--- src/rtl/rdcal_pkg.sv ---
package rdcal_pkg;

    typedef enum logic [2:0] {
        ST_IDLE,
        ST_WRITE,
        ST_READ,
        ST_EVAL,
        ST_FINISH
    } cal_state_t;

    localparam int PAT_IDX_W = 6;

endpackage

--- src/rtl/rdcal_pattern.sv ---
module rdcal_pattern #(
    parameter int DATA_W = 32
) (
    input  logic [rdcal_pkg::PAT_IDX_W-1:0] idx_i,
    output logic [DATA_W-1:0]               word_o
);
    localparam int REP = DATA_W / 16;

    logic        pol;
    logic [15:0] base;

    always_comb begin
        pol = idx_i[1] ^ idx_i[3];
        unique case (idx_i[5:4])
            2'd0:    base = pol ? 16'hFFFF : 16'h0000;
            2'd1:    base = pol ? 16'h5555 : 16'hAAAA;
            2'd2:    base = pol ? 16'h5A5A : 16'hA5A5;
            default: base = pol ? 16'h55AA : 16'hAA55;
        endcase
        word_o = {REP{base}};
    end
endmodule

--- src/rtl/rdcal_window.sv ---
module rdcal_window #(
    parameter int DLY_W = 9
) (
    input  logic             clk,
    input  logic             rst_n,
    input  logic             clear_i,
    input  logic             verdict_v_i,
    input  logic             verdict_pass_i,
    input  logic [DLY_W-1:0] cand_i,
    output logic             found_o,
    output logic             closed_o,
    output logic [DLY_W-1:0] mean_o
);
    localparam logic [DLY_W-1:0] MAX_DLY = {DLY_W{1'b1}};

    typedef struct packed {
        logic             found;
        logic             closed;
        logic [DLY_W-1:0] lo;
        logic [DLY_W-1:0] hi;
    } win_t;

    win_t win_d, win_q;
    logic [DLY_W:0] sum;

    always_comb begin
        win_d = win_q;
        if (clear_i) begin
            win_d.found  = 1'b0;
            win_d.closed = 1'b0;
            win_d.lo     = '0;
            win_d.hi     = MAX_DLY;
        end else if (verdict_v_i) begin
            if (verdict_pass_i && !win_q.found) begin
                win_d.found = 1'b1;
                win_d.lo    = cand_i;
            end else if (!verdict_pass_i && win_q.found && !win_q.closed) begin
                win_d.closed = 1'b1;
                win_d.hi     = cand_i - 1'b1;
            end
        end
        sum = {1'b0, win_q.lo} + {1'b0, win_q.hi};
    end

    always_ff @(posedge clk) begin
        if (!rst_n) begin
            win_q <= '{found: 1'b0, closed: 1'b0, lo: '0, hi: MAX_DLY};
        end else begin
            win_q <= win_d;
        end
    end

    assign found_o  = win_q.found;
    assign closed_o = win_q.closed;
    assign mean_o   = sum[DLY_W:1];
endmodule

--- src/rtl/rdcal_ctrl.sv ---
module rdcal_ctrl
    import rdcal_pkg::*;
#(
    parameter int DLY_W   = 9,
    parameter int DATA_W  = 32,
    parameter int N_WORDS = 64,
    parameter int N_READS = 10,
    localparam int AW     = (N_WORDS > 1) ? $clog2(N_WORDS) : 1,
    localparam int RW     = (N_READS > 1) ? $clog2(N_READS) : 1
) (
    input  logic                 clk,
    input  logic                 rst_n,
    input  logic                 start_i,
    input  logic                 mem_ack_i,
    input  logic [DATA_W-1:0]    mem_rdata_i,
    input  logic [DATA_W-1:0]    pat_word_i,
    input  logic                 win_found_i,
    input  logic                 win_closed_i,
    input  logic [DLY_W-1:0]     win_mean_i,
    output logic                 mem_req_o,
    output logic                 mem_we_o,
    output logic [AW-1:0]        mem_addr_o,
    output logic [DATA_W-1:0]    mem_wdata_o,
    output logic [PAT_IDX_W-1:0] pat_idx_o,
    output logic                 win_clear_o,
    output logic                 verdict_v_o,
    output logic                 verdict_pass_o,
    output logic [DLY_W-1:0]     cand_o,
    output logic [DLY_W-1:0]     dly_o,
    output logic                 done_o,
    output logic                 fail_o
);
    localparam logic [DLY_W-1:0] MAX_DLY = {DLY_W{1'b1}};
    localparam logic [AW-1:0]    LAST_W  = AW'(N_WORDS - 1);
    localparam logic [RW-1:0]    LAST_R  = RW'(N_READS - 1);

    typedef struct packed {
        cal_state_t       state;
        logic [DLY_W-1:0] cand;
        logic [AW-1:0]    widx;
        logic [RW-1:0]    rcnt;
        logic [DLY_W-1:0] dly;
        logic             done;
        logic             fail;
    } ctrl_t;

    ctrl_t c_d, c_q;

    always_comb begin
        c_d            = c_q;
        win_clear_o    = 1'b0;
        verdict_v_o    = 1'b0;
        verdict_pass_o = 1'b0;
        unique case (c_q.state)
            ST_IDLE: begin
                if (start_i) begin
                    win_clear_o = 1'b1;
                    c_d.cand    = '0;
                    c_d.dly     = '0;
                    c_d.widx    = '0;
                    c_d.rcnt    = '0;
                    c_d.done    = 1'b0;
                    c_d.fail    = 1'b0;
                    c_d.state   = ST_WRITE;
                end
            end
            ST_WRITE: begin
                if (mem_ack_i) begin
                    if (c_q.widx == LAST_W) begin
                        c_d.widx  = '0;
                        c_d.rcnt  = '0;
                        c_d.state = ST_READ;
                    end else begin
                        c_d.widx = c_q.widx + 1'b1;
                    end
                end
            end
            ST_READ: begin
                if (mem_ack_i) begin
                    if (mem_rdata_i != pat_word_i) begin
                        verdict_v_o = 1'b1;
                        c_d.state   = ST_EVAL;
                    end else if (c_q.rcnt == LAST_R) begin
                        c_d.rcnt = '0;
                        if (c_q.widx == LAST_W) begin
                            verdict_v_o    = 1'b1;
                            verdict_pass_o = 1'b1;
                            c_d.state      = ST_EVAL;
                        end else begin
                            c_d.widx = c_q.widx + 1'b1;
                        end
                    end else begin
                        c_d.rcnt = c_q.rcnt + 1'b1;
                    end
                end
            end
            ST_EVAL: begin
                if (win_closed_i || (c_q.cand == MAX_DLY)) begin
                    c_d.state = ST_FINISH;
                end else begin
                    c_d.cand  = c_q.cand + 1'b1;
                    c_d.dly   = c_q.cand + 1'b1;
                    c_d.widx  = '0;
                    c_d.rcnt  = '0;
                    c_d.state = ST_WRITE;
                end
            end
            default: begin
                c_d.dly   = win_found_i ? win_mean_i : '0;
                c_d.fail  = !win_found_i;
                c_d.done  = 1'b1;
                c_d.state = ST_IDLE;
            end
        endcase
    end

    always_ff @(posedge clk) begin
        if (!rst_n) begin
            c_q <= '{state: ST_IDLE, cand: '0, widx: '0, rcnt: '0,
                     dly: '0, done: 1'b0, fail: 1'b0};
        end else begin
            c_q <= c_d;
        end
    end

    assign mem_req_o   = (c_q.state == ST_WRITE) || (c_q.state == ST_READ);
    assign mem_we_o    = (c_q.state == ST_WRITE);
    assign mem_addr_o  = c_q.widx;
    assign mem_wdata_o = pat_word_i;
    assign pat_idx_o   = PAT_IDX_W'(c_q.widx);
    assign cand_o      = c_q.cand;
    assign dly_o       = c_q.dly;
    assign done_o      = c_q.done;
    assign fail_o      = c_q.fail;
endmodule

--- src/rtl/rdcal_engine.sv ---
module rdcal_engine #(
    parameter int DLY_W   = 9,
    parameter int DATA_W  = 32,
    parameter int N_WORDS = 64,
    parameter int N_READS = 10,
    localparam int AW     = (N_WORDS > 1) ? $clog2(N_WORDS) : 1
) (
    input  logic              clk,
    input  logic              rst_n,
    input  logic              start_i,
    output logic              mem_req_o,
    output logic              mem_we_o,
    output logic [AW-1:0]     mem_addr_o,
    output logic [DATA_W-1:0] mem_wdata_o,
    input  logic              mem_ack_i,
    input  logic [DATA_W-1:0] mem_rdata_i,
    output logic [DLY_W-1:0]  dly_o,
    output logic              done_o,
    output logic              fail_o
);
    logic [rdcal_pkg::PAT_IDX_W-1:0] pat_idx;
    logic [DATA_W-1:0]               pat_word;
    logic                            win_clear, verdict_v, verdict_pass;
    logic                            win_found, win_closed;
    logic [DLY_W-1:0]                win_mean, cand;

    rdcal_pattern #(.DATA_W(DATA_W)) u_pat (
        .idx_i  (pat_idx),
        .word_o (pat_word)
    );

    rdcal_window #(.DLY_W(DLY_W)) u_win (
        .clk            (clk),
        .rst_n          (rst_n),
        .clear_i        (win_clear),
        .verdict_v_i    (verdict_v),
        .verdict_pass_i (verdict_pass),
        .cand_i         (cand),
        .found_o        (win_found),
        .closed_o       (win_closed),
        .mean_o         (win_mean)
    );

    rdcal_ctrl #(
        .DLY_W   (DLY_W),
        .DATA_W  (DATA_W),
        .N_WORDS (N_WORDS),
        .N_READS (N_READS)
    ) u_ctrl (
        .clk            (clk),
        .rst_n          (rst_n),
        .start_i        (start_i),
        .mem_ack_i      (mem_ack_i),
        .mem_rdata_i    (mem_rdata_i),
        .pat_word_i     (pat_word),
        .win_found_i    (win_found),
        .win_closed_i   (win_closed),
        .win_mean_i     (win_mean),
        .mem_req_o      (mem_req_o),
        .mem_we_o       (mem_we_o),
        .mem_addr_o     (mem_addr_o),
        .mem_wdata_o    (mem_wdata_o),
        .pat_idx_o      (pat_idx),
        .win_clear_o    (win_clear),
        .verdict_v_o    (verdict_v),
        .verdict_pass_o (verdict_pass),
        .cand_o         (cand),
        .dly_o          (dly_o),
        .done_o         (done_o),
        .fail_o         (fail_o)
    );
endmodule

--- config.mk ---
export PLATFORM = sky130hd
export DESIGN_NAME = rdcal_engine
export DESIGN_NICKNAME = d
export VERILOG_FILES = /design/src/rtl/rdcal_pkg.sv /design/src/rtl/rdcal_pattern.sv /design/src/rtl/rdcal_window.sv /design/src/rtl/rdcal_ctrl.sv /design/src/rtl/rdcal_engine.sv
export SDC_FILE = /design/constraint.sdc
export NUM_CORES = 1
export LEC_CHECK = 0
export ABC_AREA = 0
export BUFFER_PORTS_ARGS = -buffer_cell sky130_fd_sc_hd__buf_2
export CAP_MARGIN = 20
export CORE_ASPECT_RATIO = 0.6
export CORE_MARGIN = 2
export CORE_UTILIZATION = 30
export DETAILED_ROUTE_END_ITERATION = 16
export PLACE_DENSITY = 0.57
export SYNTH_ARGS = -nofsm -noshare
export SYNTH_HDL_FRONTEND = slang
export SYNTH_SLANG_ARGS = --single-unit
--- constraint.sdc ---
create_clock -name clk -period 3.08 [get_ports clk]
set_clock_uncertainty 0.1 [all_clocks]
set_input_delay 0.308 -clock clk [delete_from_list [all_inputs] [get_ports clk]]
set_output_delay 0.308 -clock clk [all_outputs]
set_load 0.03 [all_outputs]
==> run summary <==
WHS: 367 ps
dpl hpwl: 7860 um
worst skew pair latency: 300 ps
Worst Reg-to-Reg Cells: 10
GP Congestion: 0.830
share of layout cells above drive strength 1: 27.4%
CP Capture Type: flop
die height: 91.4 um
CTS tree: built
leakage dissipation: 2.00 nW
Starting Density: 31.2%
FP Rows: 31
Core Util, Final: 35.6%
distinct cell type count after synthesis: 57
Critical Path AT: 3010 ps
Worst-path clk slew: 70 ps
R2R setup slack: 190 ps
first-pass GRT wire length: 16,700 um
cells after synthesis: 475
pin count of the biggest net entering global routing: 30
Max Slew Vio Count: 0
final hold vios: 0
EDFF count, synth: 0
CTS Buf Count: 5
vias in the first global route: 3,215
CP startpoint kind: flop
RSZ-0062 raised after global routing: no
Synthesized Nets: 526
hold buffer count at CTS: 0
Mapped Area: 3820 um2
Internal: 1.31 mW
Post-Route WL: 10,200 um
# nets final: 572
WP data required: 3200 ps
Wirelength per Cell: 14.8 um
Finished Layout Cells: 687
num ports: 87
Switching Share: 39.1%
area post-placement: 4150 um2
Logic pwr share: 36.1%
CP max FO: 6
vias per cell: 5.03
Synth warnings: 0
setup TNS: 0 ps
grt total ovfl: 0
Routed Antenna Nets: 0
Placed Cells: 677
Buffers on Ports: 86
synth top area cells: dfxtp_1, buf_4, nand2_1
Final Power: 2.14 mW
Synth area leader: dfxtp_1
DRC viols: 0
Max VDD drop: 226 uV
Max Root-Sink Buffers: 2
Slew HR: 62.5%
clock sink count: 53
pwr dens: 491 nW/um2
Iter 0 DRT Violations: 216
Hold Crit Class: reg2reg
async set-reset flop share out of synthesis: 0%
Die ar.: 13,700 um2
# setup viols final: 0
Root Buffer: clkbuf_16
period utilization: 93.7%
Synth top area share: 27.8%
post-synthesis register bit count: 53
worst setup margin: 193 ps
initial antenna violation count: 0
Core ar.: 12,300 um2
Die X: 150 um
first drt pass iteration count: 4
area delta synth->final: 14.2%
Hold Path Cell Cnt: 2
post-synthesis sequential area ratio: 27.8%
Final min period: 2890 ps
max-cap viol count: 0
clock group share of total power: 27.4%
Worst Path Class, Setup: reg2reg
Layout fillers: 1,296
Seq pwr share: 36.5%
final instance area: 4370 um2
f_max: 346 MHz
via count: 3,457
H-tree Lvls: 2
Least-Margin Pin Slew: 558 ps
run status: finished, final reports clean
antenna diode count: 0
Syn Area/Cell: 8.04 um2
Place WS: -7.84 ps
Switch Pwr: 0.839 mW
Top FF cell, synth: dfxtp_1
Tot GR Track Use: 15.4%
-- Yosys cell counts, types with 4 or more instances --
cell type  instances
nand2_1           59
dfxtp_1           53
buf_4             39
nor2_1            32
a21oi_1           29
o21ai_0           26
clkbuf_1          21
mux2i_1           20
xnor2_1           15
ha_1              14
nand3_1           14
inv_1             11
nand4_1           10
xor2_1            10
nor3_1             9
o211ai_2           9
or4_1              9
and3_1             8
nand2b_1           7
a22oi_1            5
or2_2              5
or3_1              5
a31oi_1            4
and4_1             4
nand3b_1           4
nor4_1             4
-- critical path, stage by stage (launching register included) --
cell,delay [ps]
dfxtp_2,350
ha_1,200
and3_1,210
and3_1,170
ha_1,200
or2_4,250
a311oi_4,310
and3_4,250
a41oi_2,160
or3_4,400
a211oi_2,200
-- cell type report --
class	instances	area, um2	area share, %
clock buffer	6	139	3.18
multi-input combinational	343	2320	53.1
timing repair buffer	105	573	13.1
inverter	13	53.8	1.23
tap	165	206	4.73
clock inverter	2	13.8	0.315
sequential	53	1060	24.3
-- placed cells by master (no fill, tap or decap), drive strengths merged, types with 4 or more instances in the layout --
cell,synthesis,final
and3,8,8
or4,9,9
inv,12,12
nor3,9,9
nand3b,4,4
a31oi,4,4
o21ai,26,26
o211ai,12,12
dfxtp,53,53
nor4,4,4
nand2,59,59
or3,5,5
or2,5,5
nand2b,7,7
nand3,14,14
buf,45,105
and4,4,4
xnor2,18,18
a21oi,29,29
mux2i,20,20
nor2,32,32
xor2,10,10
nand4,10,10
clkbuf,21,6
ha,14,14
a22oi,5,5
-- final timing paths --
check,from,to
worst max register to register,u_ctrl.cand_o[1],u_ctrl.mem_addr_o[4]
worst min register to register,u_win.win_q[12],u_win.win_q[12]
worst min-delay path,u_win.win_q[12],u_win.win_q[12]
worst max-delay path,u_ctrl.cand_o[1],u_ctrl.mem_addr_o[4]
-- registers in the layout, indices dropped and copies added (netlist names) --
name and count:
u_ctrl.c_q 7, u_ctrl.done_o 1, u_win.win_q 18, u_ctrl.cand_o 9, u_win.closed_o 1, u_ctrl.fail_o 1
u_ctrl.dly_o 9, u_ctrl.mem_addr_o 6, u_win.found_o 1
-- kinds of logic (layout without fill, tap and decap cells) --
group | after synthesis | after routing | share of synthesized area (%)
compound gates | 100 | 100 | 17.7
flops | 53 | 53 | 27.8
mux | 21 | 21 | 5.53
fa+ha+maj | 15 | 15 | 5.11
simple gates | 179 | 179 | 23.5
xor+xnor | 28 | 28 | 7.60
buf+inv | 79 | 126 | 12.8
-- power groups by stage --
stage	clock (mW)	sequential [mW]	combinational, mW
floorplan	0	0.769	0.631
global placement	0	0.790	0.735
global route	0.628	0.792	0.845
detailed placement	0	0.794	0.743
finish	0.587	0.783	0.775
CTS	0.603	0.780	0.748
-- layer usage --
layer | vias to the layer above | GRT usage (%) | part of all wire [%]
li1 | 1741 | - | -
met1 | 1613 | 24.0 | 54
met2 | 99 | 21.0 | 39
met3 | 4 | 2.86 | 6.1
met4 | 0 | 4.01 | 0.80
met5 | - | 0 | 0
-- repair_timing --
action                     CTS  global route
setup endpoints to repair    1             2
gates resized for setup      1             7
setup buffers                0             2
pin swaps                    0             3
No activity file was read; power rests on OpenSTA's default activity.
